File: config.mk
export PLATFORM = sky130hd
export DESIGN_NAME = rstctl_top
export DESIGN_NICKNAME = d
export VERILOG_FILES = /design/src/rtl/rstctl_pkg.sv /design/src/rtl/rstctl_sync.sv /design/src/rtl/rstctl_srcq.sv /design/src/rtl/rstctl_hold.sv /design/src/rtl/rstctl_wdtpre.sv /design/src/rtl/rstctl_top.sv
export SDC_FILE = /design/constraint.sdc
export NUM_CORES = 1
export LEC_CHECK = 0
export ABC_AREA = 1
export CORE_UTILIZATION = 40
export CTS_BUF_LIST = sky130_fd_sc_hd__clkbuf_16
export DETAILED_ROUTE_END_ITERATION = 10
export PLACE_DENSITY = 0.67
export REMOVE_ABC_BUFFERS = 1
export SLEW_MARGIN = 20
export SYNTH_ARGS = -nofsm -noshare
export SYNTH_HDL_FRONTEND = slang
export SYNTH_SLANG_ARGS = --single-unit
File: constraint.sdc
create_clock -name clk -period 1.9 [get_ports clk]
set_input_delay 0.38 -clock clk [delete_from_list [all_inputs] [get_ports clk]]
set_output_delay 0.38 -clock clk [all_outputs]
set_load 0.01 [all_outputs]
File: src/rtl/rstctl_pkg.sv
package rstctl_pkg;

  localparam int CAUSE_W = 6;

  // cause/enable register bit positions (software decodes these)
  localparam int BIT_PIN = 0;
  localparam int BIT_SUP = 1;
  localparam int BIT_MCD = 2;
  localparam int BIT_WDT = 3;
  localparam int BIT_SW  = 4;
  localparam int BIT_CMP = 5;

  typedef logic [CAUSE_W-1:0] cause_t;

  // qualified request vector
  typedef struct packed {
    logic sup;
    logic mcd;
    logic cmp;
    logic wdt;
    logic sw;
    logic pin;
  } src_t;

  // fixed ranking of simultaneous requests
  function automatic cause_t rank_cause(input src_t s);
    cause_t c;
    c = '0;
    if (s.sup)      c[BIT_SUP] = 1'b1;
    else if (s.mcd) c[BIT_MCD] = 1'b1;
    else if (s.cmp) c[BIT_CMP] = 1'b1;
    else if (s.wdt) c[BIT_WDT] = 1'b1;
    else if (s.sw)  c[BIT_SW]  = 1'b1;
    else            c[BIT_PIN] = 1'b1;
    return c;
  endfunction

endpackage

File: src/rtl/rstctl_sync.sv
module rstctl_sync #(
  parameter int   STAGES  = 2,
  parameter logic RST_VAL = 1'b0
) (
  input  logic clk,
  input  logic arst_n,
  input  logic d,
  output logic q
);

  logic [STAGES-1:0] chain_q;
  logic [STAGES-1:0] chain_d;

  generate
    if (STAGES == 1) begin : g_single
      always_comb chain_d = d;
    end else begin : g_multi
      always_comb chain_d = {chain_q[STAGES-2:0], d};
    end
  endgenerate

  always_ff @(posedge clk or negedge arst_n) begin
    if (!arst_n) chain_q <= {STAGES{RST_VAL}};
    else         chain_q <= chain_d;
  end

  assign q = chain_q[STAGES-1];

endmodule

File: src/rtl/rstctl_srcq.sv
module rstctl_srcq import rstctl_pkg::*; #(
  parameter int SETTLE_CYC = 8
) (
  input  logic clk,
  input  logic rst_n,
  input  logic arm,
  input  logic supmon_en,
  input  logic supmon_trip,
  input  logic mcd_en,
  input  logic clk_stall,
  input  logic cmp_en,
  input  logic cmp_out,
  input  logic wdt_expire,
  input  logic sw_rst_req,
  input  logic pin_low,
  output src_t src,
  output logic settle_busy
);

  localparam int SW = $clog2(SETTLE_CYC + 1);

  logic [SW-1:0] settle_q;
  logic [SW-1:0] settle_d;

  always_comb begin
    settle_busy = (settle_q != '0);
    if (arm)              settle_d = SW'(SETTLE_CYC);
    else if (settle_busy) settle_d = settle_q - 1'b1;
    else                  settle_d = settle_q;
  end

  always_ff @(posedge clk or negedge rst_n) begin
    if (!rst_n) settle_q <= '0;
    else        settle_q <= settle_d;
  end

  always_comb begin
    src.sup = supmon_en & ~settle_busy & supmon_trip;
    src.mcd = mcd_en & clk_stall;
    src.cmp = cmp_en & ~cmp_out;
    src.wdt = wdt_expire;
    src.sw  = sw_rst_req;
    src.pin = pin_low;
  end

  AST_ARM_STARTS_SETTLE: assert property (@(posedge clk) disable iff (!rst_n)
    arm |=> settle_busy);

endmodule

File: src/rtl/rstctl_hold.sv
module rstctl_hold import rstctl_pkg::*; #(
  parameter int HOLD_CYC = 16
) (
  input  logic   clk,
  input  logic   rst_n,
  input  src_t   src,
  output logic   core_rst,
  output logic   pin_pull,
  output logic   entry,
  output cause_t cause
);

  localparam int CW = $clog2(HOLD_CYC + 1);

  logic [CW-1:0] cnt_q, cnt_d;
  logic          rst_q, rst_d;
  logic          pull_q, pull_d;
  cause_t        cause_q, cause_d;
  logic          any_src;

  always_comb begin
    any_src = |src;
    entry   = any_src & ~rst_q;
    if (any_src)             cnt_d = CW'(HOLD_CYC);
    else if (cnt_q != '0)    cnt_d = cnt_q - 1'b1;
    else                     cnt_d = cnt_q;
    rst_d   = any_src | (cnt_q != '0);
    pull_d  = src.sup;
    cause_d = entry ? rank_cause(src) : cause_q;
  end

  always_ff @(posedge clk or negedge rst_n) begin
    if (!rst_n) begin
      cnt_q   <= CW'(HOLD_CYC);
      rst_q   <= 1'b1;
      pull_q  <= 1'b1;
      cause_q <= cause_t'(1 << BIT_SUP);
    end else begin
      cnt_q   <= cnt_d;
      rst_q   <= rst_d;
      pull_q  <= pull_d;
      cause_q <= cause_d;
    end
  end

  assign core_rst = rst_q;
  assign pin_pull = pull_q;
  assign cause    = cause_q;

  AST_SRC_HOLDS_CORE: assert property (@(posedge clk) disable iff (!rst_n)
    any_src |=> core_rst);
  AST_PULL_NEEDS_RST: assert property (@(posedge clk) disable iff (!rst_n)
    pin_pull |-> core_rst);
  AST_PULL_ONLY_SUP: assert property (@(posedge clk) disable iff (!rst_n)
    $rose(pin_pull) |-> $past(src.sup));
  AST_CAUSE_ONEHOT: assert property (@(posedge clk) disable iff (!rst_n)
    $onehot(cause));
  AST_CAUSE_FROZEN: assert property (@(posedge clk) disable iff (!rst_n)
    core_rst |=> $stable(cause));

endmodule

File: src/rtl/rstctl_wdtpre.sv
module rstctl_wdtpre #(
  parameter int WDT_DIV = 12
) (
  input  logic clk,
  input  logic rst_n,
  input  logic core_rst,
  input  logic wdt_disable,
  output logic wdt_en,
  output logic wdt_tick
);

  localparam int PW = $clog2(WDT_DIV);

  logic [PW-1:0] pre_q, pre_d;
  logic          en_q, en_d;
  logic          tick_q, tick_d;
  logic          run;
  logic          wrap;

  always_comb begin
    run  = en_q & ~core_rst;
    wrap = (pre_q == PW'(WDT_DIV - 1));
    if (core_rst)         en_d = 1'b1;
    else if (wdt_disable) en_d = 1'b0;
    else                  en_d = en_q;
    if (!run)      pre_d = '0;
    else if (wrap) pre_d = '0;
    else           pre_d = pre_q + 1'b1;
    tick_d = run & wrap;
  end

  always_ff @(posedge clk or negedge rst_n) begin
    if (!rst_n) begin
      pre_q  <= '0;
      en_q   <= 1'b1;
      tick_q <= 1'b0;
    end else begin
      pre_q  <= pre_d;
      en_q   <= en_d;
      tick_q <= tick_d;
    end
  end

  assign wdt_en   = en_q;
  assign wdt_tick = tick_q;

  AST_WDT_ON_EXIT: assert property (@(posedge clk) disable iff (!rst_n)
    $fell(core_rst) |-> wdt_en);
  AST_NO_TICK_IN_RST: assert property (@(posedge clk) disable iff (!rst_n)
    core_rst |=> !wdt_tick);

endmodule

File: src/rtl/rstctl_top.sv
module rstctl_top import rstctl_pkg::*; #(
  parameter int HOLD_CYC    = 16,
  parameter int SETTLE_CYC  = 8,
  parameter int WDT_DIV     = 12,
  parameter int SYNC_STAGES = 2
) (
  input  logic       clk,
  input  logic       por_n,
  input  logic       supmon_trip,
  input  logic       rst_pin_n,
  input  logic       clk_stall,
  input  logic       cmp_out,
  input  logic       wdt_expire,
  input  logic       sw_rst_req,
  input  logic       wdt_disable,
  input  logic       reg_wr,
  input  logic [7:0] reg_wdata,
  output logic [7:0] status,
  output logic       core_rst,
  output logic       pin_pull_low,
  output logic       supmon_en,
  output logic       mcd_en,
  output logic       cmp_rst_en,
  output logic       wdt_en,
  output logic       wdt_tick
);

  logic   rst_n;
  logic   pin_s;
  src_t   src;
  logic   settle_busy;
  logic   entry;
  cause_t cause;
  logic   wr_ok;
  logic   arm;
  logic   sup_q, sup_d;
  logic   mcd_q, mcd_d;
  logic   cmp_q, cmp_d;
  logic   unused_wdata;

  // power-on: asserted at once, released on the clock
  rstctl_sync #(.STAGES(SYNC_STAGES), .RST_VAL(1'b0)) u_por_sync (
    .clk(clk), .arst_n(por_n), .d(1'b1), .q(rst_n)
  );

  rstctl_sync #(.STAGES(SYNC_STAGES), .RST_VAL(1'b1)) u_pin_sync (
    .clk(clk), .arst_n(rst_n), .d(rst_pin_n), .q(pin_s)
  );

  always_comb begin
    wr_ok = reg_wr & ~core_rst;
    arm   = wr_ok & reg_wdata[BIT_SUP] & ~sup_q;
    sup_d = sup_q | (wr_ok & reg_wdata[BIT_SUP]);
    if (entry)      mcd_d = 1'b0;
    else if (wr_ok) mcd_d = reg_wdata[BIT_MCD];
    else            mcd_d = mcd_q;
    if (entry)      cmp_d = 1'b0;
    else if (wr_ok) cmp_d = reg_wdata[BIT_CMP];
    else            cmp_d = cmp_q;
  end

  always_ff @(posedge clk or negedge rst_n) begin
    if (!rst_n) begin
      sup_q <= 1'b0;
      mcd_q <= 1'b0;
      cmp_q <= 1'b0;
    end else begin
      sup_q <= sup_d;
      mcd_q <= mcd_d;
      cmp_q <= cmp_d;
    end
  end

  assign unused_wdata = ^{reg_wdata[7:6], reg_wdata[4:3], reg_wdata[0]};

  rstctl_srcq #(.SETTLE_CYC(SETTLE_CYC)) u_srcq (
    .clk(clk), .rst_n(rst_n), .arm(arm),
    .supmon_en(sup_q), .supmon_trip(supmon_trip),
    .mcd_en(mcd_q), .clk_stall(clk_stall),
    .cmp_en(cmp_q), .cmp_out(cmp_out),
    .wdt_expire(wdt_expire), .sw_rst_req(sw_rst_req),
    .pin_low(~pin_s), .src(src), .settle_busy(settle_busy)
  );

  rstctl_hold #(.HOLD_CYC(HOLD_CYC)) u_hold (
    .clk(clk), .rst_n(rst_n), .src(src),
    .core_rst(core_rst), .pin_pull(pin_pull_low),
    .entry(entry), .cause(cause)
  );

  rstctl_wdtpre #(.WDT_DIV(WDT_DIV)) u_wdt (
    .clk(clk), .rst_n(rst_n), .core_rst(core_rst),
    .wdt_disable(wdt_disable), .wdt_en(wdt_en), .wdt_tick(wdt_tick)
  );

  assign status     = {{(8-CAUSE_W){1'b0}}, cause};
  assign supmon_en  = sup_q;
  assign mcd_en     = mcd_q;
  assign cmp_rst_en = cmp_q;

  AST_SUPMON_STICKY: assert property (@(posedge clk) disable iff (!rst_n)
    !$fell(supmon_en));
  AST_WR_BLOCKED: assert property (@(posedge clk) disable iff (!rst_n)
    core_rst |=> ($stable(mcd_en) && $stable(cmp_rst_en)));
  AST_SETTLE_NO_PULL: assert property (@(posedge clk) disable iff (!rst_n)
    settle_busy |=> !$rose(pin_pull_low));
  AST_ENTRY_CLEARS_EN: assert property (@(posedge clk) disable iff (!rst_n)
    $rose(core_rst) |-> (!mcd_en && !cmp_rst_en));

endmodule

# After elaboration in Yosys (flattened, before gate mapping)

Cells that the tools add are included.

Add/subtract/negate cells: 3
Equality and inequality tests: 1
Muxes and demuxes: 26
Bitwise logic cells: 17
Reduce and logical (&&, ||, !) cells: 7

Operators with widths:

| cell                  | number |
|---|---|
| $mux W4               | 5 |
| $mux W1               | 17 |
| $and A1 B1 Y1         | 10 |
| $mux W5               | 2 |
| $reduce_bool A2 Y1    | 4 |
| $reduce_or A6 Y1      | 1 |
| $not A1 Y1            | 5 |
| $reduce_bool A5 Y1    | 1 |
| $sub A5 B1 Y5 const B | 1 |
| $add A4 B1 Y4 const B | 1 |
| $eq A4 B4 Y1 const B  | 1 |
| $reduce_bool A4 Y1    | 1 |
| $sub A4 B1 Y4 const B | 1 |
| $mux W3               | 1 |
| $mux W2               | 1 |
| $or A1 B1 Y1          | 2 |

Bits in registers: 30
Input bits: 18
Output and inout port bits: 15
Logic and storage cells: 67

# Logic depth before layout (Yosys ltp)

Word-level depth: 7
Gate-level depth with buffers: 9

# Cells and area by module

A second synthesis with hierarchy kept.

Cell total of the unflattened synthesis: 164
Area, all modules: 1473.9 µm²

Modules (own cells, without submodules):

| module                    | instances | cells each | area each (µm²) | seq. area each (µm²) |
|---|---|---|---|---|
| rstctl_hold               | 1         | 77         | 671.9           | 330.3 |
| rstctl_srcq               | 1         | 37         | 269.0           | 100.1 |
| rstctl_wdtpre             | 1         | 26         | 260.2           | 151.4 |
| rstctl_top                | 1         | 20         | 170.2           | 75.1 |
| rstctl_sync at u_pin_sync | 1         | 2          | 52.6            | 52.6 |
| rstctl_sync at u_por_sync | 1         | 2          | 50.0            | 50.0 |

# Least setup slack after synthesis

OpenSTA, ideal clock, no wires.

Path kind: register -> register
Start: register u_srcq.settle_q[0]
End: register u_hold.cause_q[5] (netlist: u_hold.cause[5])
Setup time: 118 ps
Arrival: 1218 ps
Path slack: 563 ps
Stages on the path, launching flop included: 9
Period minus slack after synthesis: 1337 ps
Cell sequence: dfrtp_1 -> inv_1 -> ha_1 -> nand3_4 -> nand3_4 -> nand2_4 -> buf_12 -> nand2_1 -> o21ai_2

Longest elaborated chain between the ends: 6
Elaborated cells on any way between the ends: 7
Classes of those cells: 1 x mux; 4 x bitwise; 2 x reduce/logical

Ends and longest elaborated chain:

| what                           | line              | RTL |
|---|---|---|
| start: declaration             | rstctl_srcq.sv:22 | `logic [SW-1:0] settle_q;` |
| start signal: assignment       | rstctl_srcq.sv:34 | `else settle_q <= settle_d;` |
| $reduce_bool A4 Y1 (*)         | rstctl_srcq.sv:26 | `settle_busy = (settle_q != '0);` |
| $not A1 Y1 (*)                 | rstctl_srcq.sv:38 | `src.sup = supmon_en & ~settle_busy & supmon_trip;` |
| $and A1 B1 Y1 (*) (2 in a row) | rstctl_srcq.sv:38 |  |
| $reduce_or A6 Y1               | rstctl_hold.sv:22 | `any_src = \|src;` |
| $and A1 B1 Y1                  | rstctl_hold.sv:23 | `entry = any_src & ~rst_q;` |
| end signal: assignment         | rstctl_hold.sv:37 | `cause_q <= cause_t'(1 << BIT_SUP);` |
| end signal: assignment         | rstctl_hold.sv:42 | `cause_q <= cause_d;` |
| end: declaration               | rstctl_hold.sv:18 | `cause_t cause_q, cause_d;` |

Every way passes the cells marked *; elsewhere a longest branch is shown, timed or not.
A chain may end at the register's enable or synchronous reset.

# Final worst setup path

Start: register u_hold.rst_q (netlist: u_hold.core_rst)
End: output core_rst

RTL lines:

| what                     | line              | RTL |
|---|---|---|
| start: declaration       | rstctl_hold.sv:16 | `logic rst_q, rst_d;` |
| start signal: assignment | rstctl_hold.sv:40 | `rst_q <= rst_d;` |
| end: declaration         | rstctl_top.sv:19  | `output logic core_rst,` |

No word-level cell between the ends.

==> impl_metrics.tcl <==
set metrics [dict create \
    status "finished clean" \
    die_h_um 60.29 \
    ff2ff_setup_slack_ps 460 \
    grt_max_degree 29 \
    diodes 0 \
    hold_buffers 0 \
    synthXorXnorAreaFrac 0.03867 \
    wl_per_cell_um 11.09 \
    maxCapViolCount 0 \
    hold_viol 0 \
    yosysTopAreaCellShare 0.4236 \
    cpMaxStageDelayCell "dfstp_2" \
    powerDensity_nw_per_um2 828.8 \
    ys_top_cells_by_area "dfrtp_1, dfstp_2, nand2_1" \
    synthSimpleGateAreaFrac 0.2265 \
    synth_top_family_by_area "simple AND/OR/NAND/NOR gates" \
    p_total_uw 1474 \
    start_kind "register" \
    drt_pass1_iterations 4 \
    finalCriticalPeriod_ps 1744 \
    seq_area_frac_synth 0.5589 \
    yosysUniqueCellTypes 26 \
    ir_drop_mv 0.4625 \
    layout-drive-gt1-share 0.1412 \
    synth_edf_count 0 \
    clk_latency_ps 270 \
    grt_pass1_vias 1014 \
    synth.avg_cell_area_um2 9.846 \
    grt_usage 0.1634 \
    dpl.hpwl_um 1683 \
    final_max_slew_viol_count 0 \
    cts_tree "done" \
    muxShareOfSynthArea 0 \
    synthCells 138 \
    initial_core_util 0.4344 \
    cts-root-buf "clkbuf_16" \
    drt_iter0_markers 49 \
    setup_viol 0 \
    grt-ovfl-total 0 \
    port_buffers 25 \
    synthFlopType "dfrtp_1" \
    die_area_um2 3634 \
    clockBufferDepth 2 \
    crit_family "flip-flops" \
    synth_adder_area_share 0.03683 \
    tns_ps 0 \
    rr_endpoint "u_hold.cnt_q[3]$_DFFE_PN0P_" \
    ff2ff_path_depth 7 \
    rsz0062_at_grt "no" \
    core_um2 3128 \
    cp-end-kind "output pin" \
    placementRows 20 \
    critical_path.cell_chain "clkdlybuf4s50_1" \
    cp.arrival_ps 1360 \
    antenna_found_initial 0 \
    vias 979 \
    synth_async_sr_flop_share 1.000 \
    crit-reg2reg-launch "u_hold.cnt_q[0]$_DFFE_PN0P_" \
    ys_ff_latch 30 \
    syn_to_final_growth_pct 30.85 \
    gp_congestion 0.7181 \
    synth_compound_area_frac 0.05249 \
    cts-htree-levels 2 \
    critPathRequiredTime_ps 1520 \
    hold_class "reg -> async" \
    drtAntennaViolNets 0 \
    yosysWarnings 0 \
    netlist_area_um2 1359 \
    cts-resized-gates 0 \
    worst-path-buf-inv 1 \
    leakagePower_uw 0.0008648 \
    drc_errors 0 \
    totalWireLength_um 2374 \
    crit_fanout 4 \
    min_period_over_period 0.9181 \
    netlist.top_cell.by_area "dfrtp_1" \
    cpPeakStageDelay_ps 550 \
    fin_nets 191 \
    grt_first_pass_wirelength_um 4188 \
    postCtsSetupRepairBufs 0 \
    boundaryPins 33 \
    skew_ps 3.750 \
    cts.clk_slew.worst_paths_ps 50 \
    fmaxAchievable_mhz 573.3 \
    viasPerCell 4.575 \
    numCtsBuffers 5 \
    worstSetupPathType "reg -> out" \
    die_width_um 60.29 \
    cts.sinks 30 \
]
## cells in the mapped netlist (all sizes together), types with 3 or more instances
cell / instances
buf: 3
nand3: 12
inv: 20
o21ai: 10
nor2: 14
xnor2: 3
dfrtp: 23
xor2: 3
dfstp: 7
ha: 4
nand2: 27
## registers in the layout, summed over array words and instances (netlist names)
signal              count
cmp_rst_en              1
mcd_en                  1
supmon_en               1
u_hold.cause            6
u_hold.cnt_q            5
u_hold.core_rst         1
u_hold.pin_pull         1
u_pin_sync.chain_q      2
u_por_sync.chain_q      2
u_srcq.settle_q         4
u_wdt.pre_q             4
u_wdt.wdt_en            1
u_wdt.wdt_tick          1
## layout make-up
class                   instances  area (µm²)
flip-flops and latches         30       759.5
repair buffers                 26       257.7
clock buffers                   5       125.1
multi-input cells              86       493.0
fillers                       282        1350
well taps                      44       55.05
clock inverters                 3       12.51
inverters                      20       75.07
## cell usage in the layout, fill, tap and decap left out
master | synthesis | final
a21oi_1 | 2 | 2
and3_1 | 1 | 1
buf_4 | 2 | 1
clkbuf_16 | 0 | 5
clkdlybuf4s50_1 | 0 | 25
clkinv_1 | 0 | 1
clkinv_2 | 0 | 1
conb_1 | 2 | 3
dfrtp_1 | 23 | 23
dfstp_2 | 7 | 7
ha_1 | 4 | 4
inv_1 | 20 | 21
nand2_1 | 26 | 26
nand2_4 | 1 | 1
nand3_1 | 10 | 10
nand3_4 | 2 | 2
nand3b_1 | 1 | 1
nand4_1 | 2 | 2
nor2_1 | 12 | 12
nor2_2 | 1 | 1
nor2_4 | 1 | 1
nor3_1 | 2 | 2
o21ai_0 | 5 | 5
o21ai_1 | 2 | 2
o21ai_2 | 3 | 3
or2_2 | 1 | 1
or2_4 | 1 | 1
xnor2_1 | 3 | 3
xor2_1 | 3 | 3
## power breakdown
group	switching [µW]	total [µW]	internal (µW)
combinational	43.2	88.8	45.6
sequential	6.57	664	657
clock	251	721	470
total	300	1470	1170
## cells by family (layout without fill, tap and decap cells)
| family | Yosys count | count (layout) |
|---|---|---|
| adder cells (fa/ha/maj) | 4 | 4 |
| buffers and inverters | 23 | 54 |
| AND/OR/NAND/NOR | 61 | 61 |
| XOR/XNOR | 6 | 6 |
| AO/OA/AOI/OAI | 12 | 12 |
| flip-flops | 30 | 30 |
| other | 2 | 3 |
## per-layer routing
metal / GRT usage / up-vias / wire length (µm)
met5: 0 / - / 0
met4: 0.06312 / 0 / 39
met3: 0.07576 / 3 / 153
met2: 0.2763 / 32 / 1161
met1: 0.1758 / 455 / 1020
li1: - / 489 / -
## how the worst max path moves through the flow
stage	start	to	slack [ps]	cells past startpoint
6_report	u_hold.core_rst$_DFF_PN1_	core_rst	160	1
5_1_grt	u_hold.core_rst$_DFF_PN1_	core_rst	120	1
4_1_cts	u_hold.core_rst$_DFF_PN1_	core_rst	150	1
2_1_floorplan	u_hold.cnt_q[0]$_DFFE_PN0P_	u_hold.cnt_q[3]$_DFFE_PN0P_	620	7
3_5_place_dp	wdt_expire	u_hold.cause[4]$_DFFE_PN0P_	170	7
3_3_place_gp	wdt_expire	cmp_rst_en$_DFFE_PN0P_	190	7
## per-stage QoR
step                utilization  instances  cell area [µm²]  worst slack (ps)  hold slack (ps)
floorplan                     -        136             1328             620.6            84.41
global placement         0.5244        206             1640             194.1            248.2
detailed placement       0.5244        206             1640             172.6            250.8
CTS                      0.5684        214             1778             145.0            270.4
global route             0.5684        214             1778             115.7            276.5
finish                   0.5684        214             1778             155.7            254.5
Note: power is estimated with default switching activity, not from simulation.
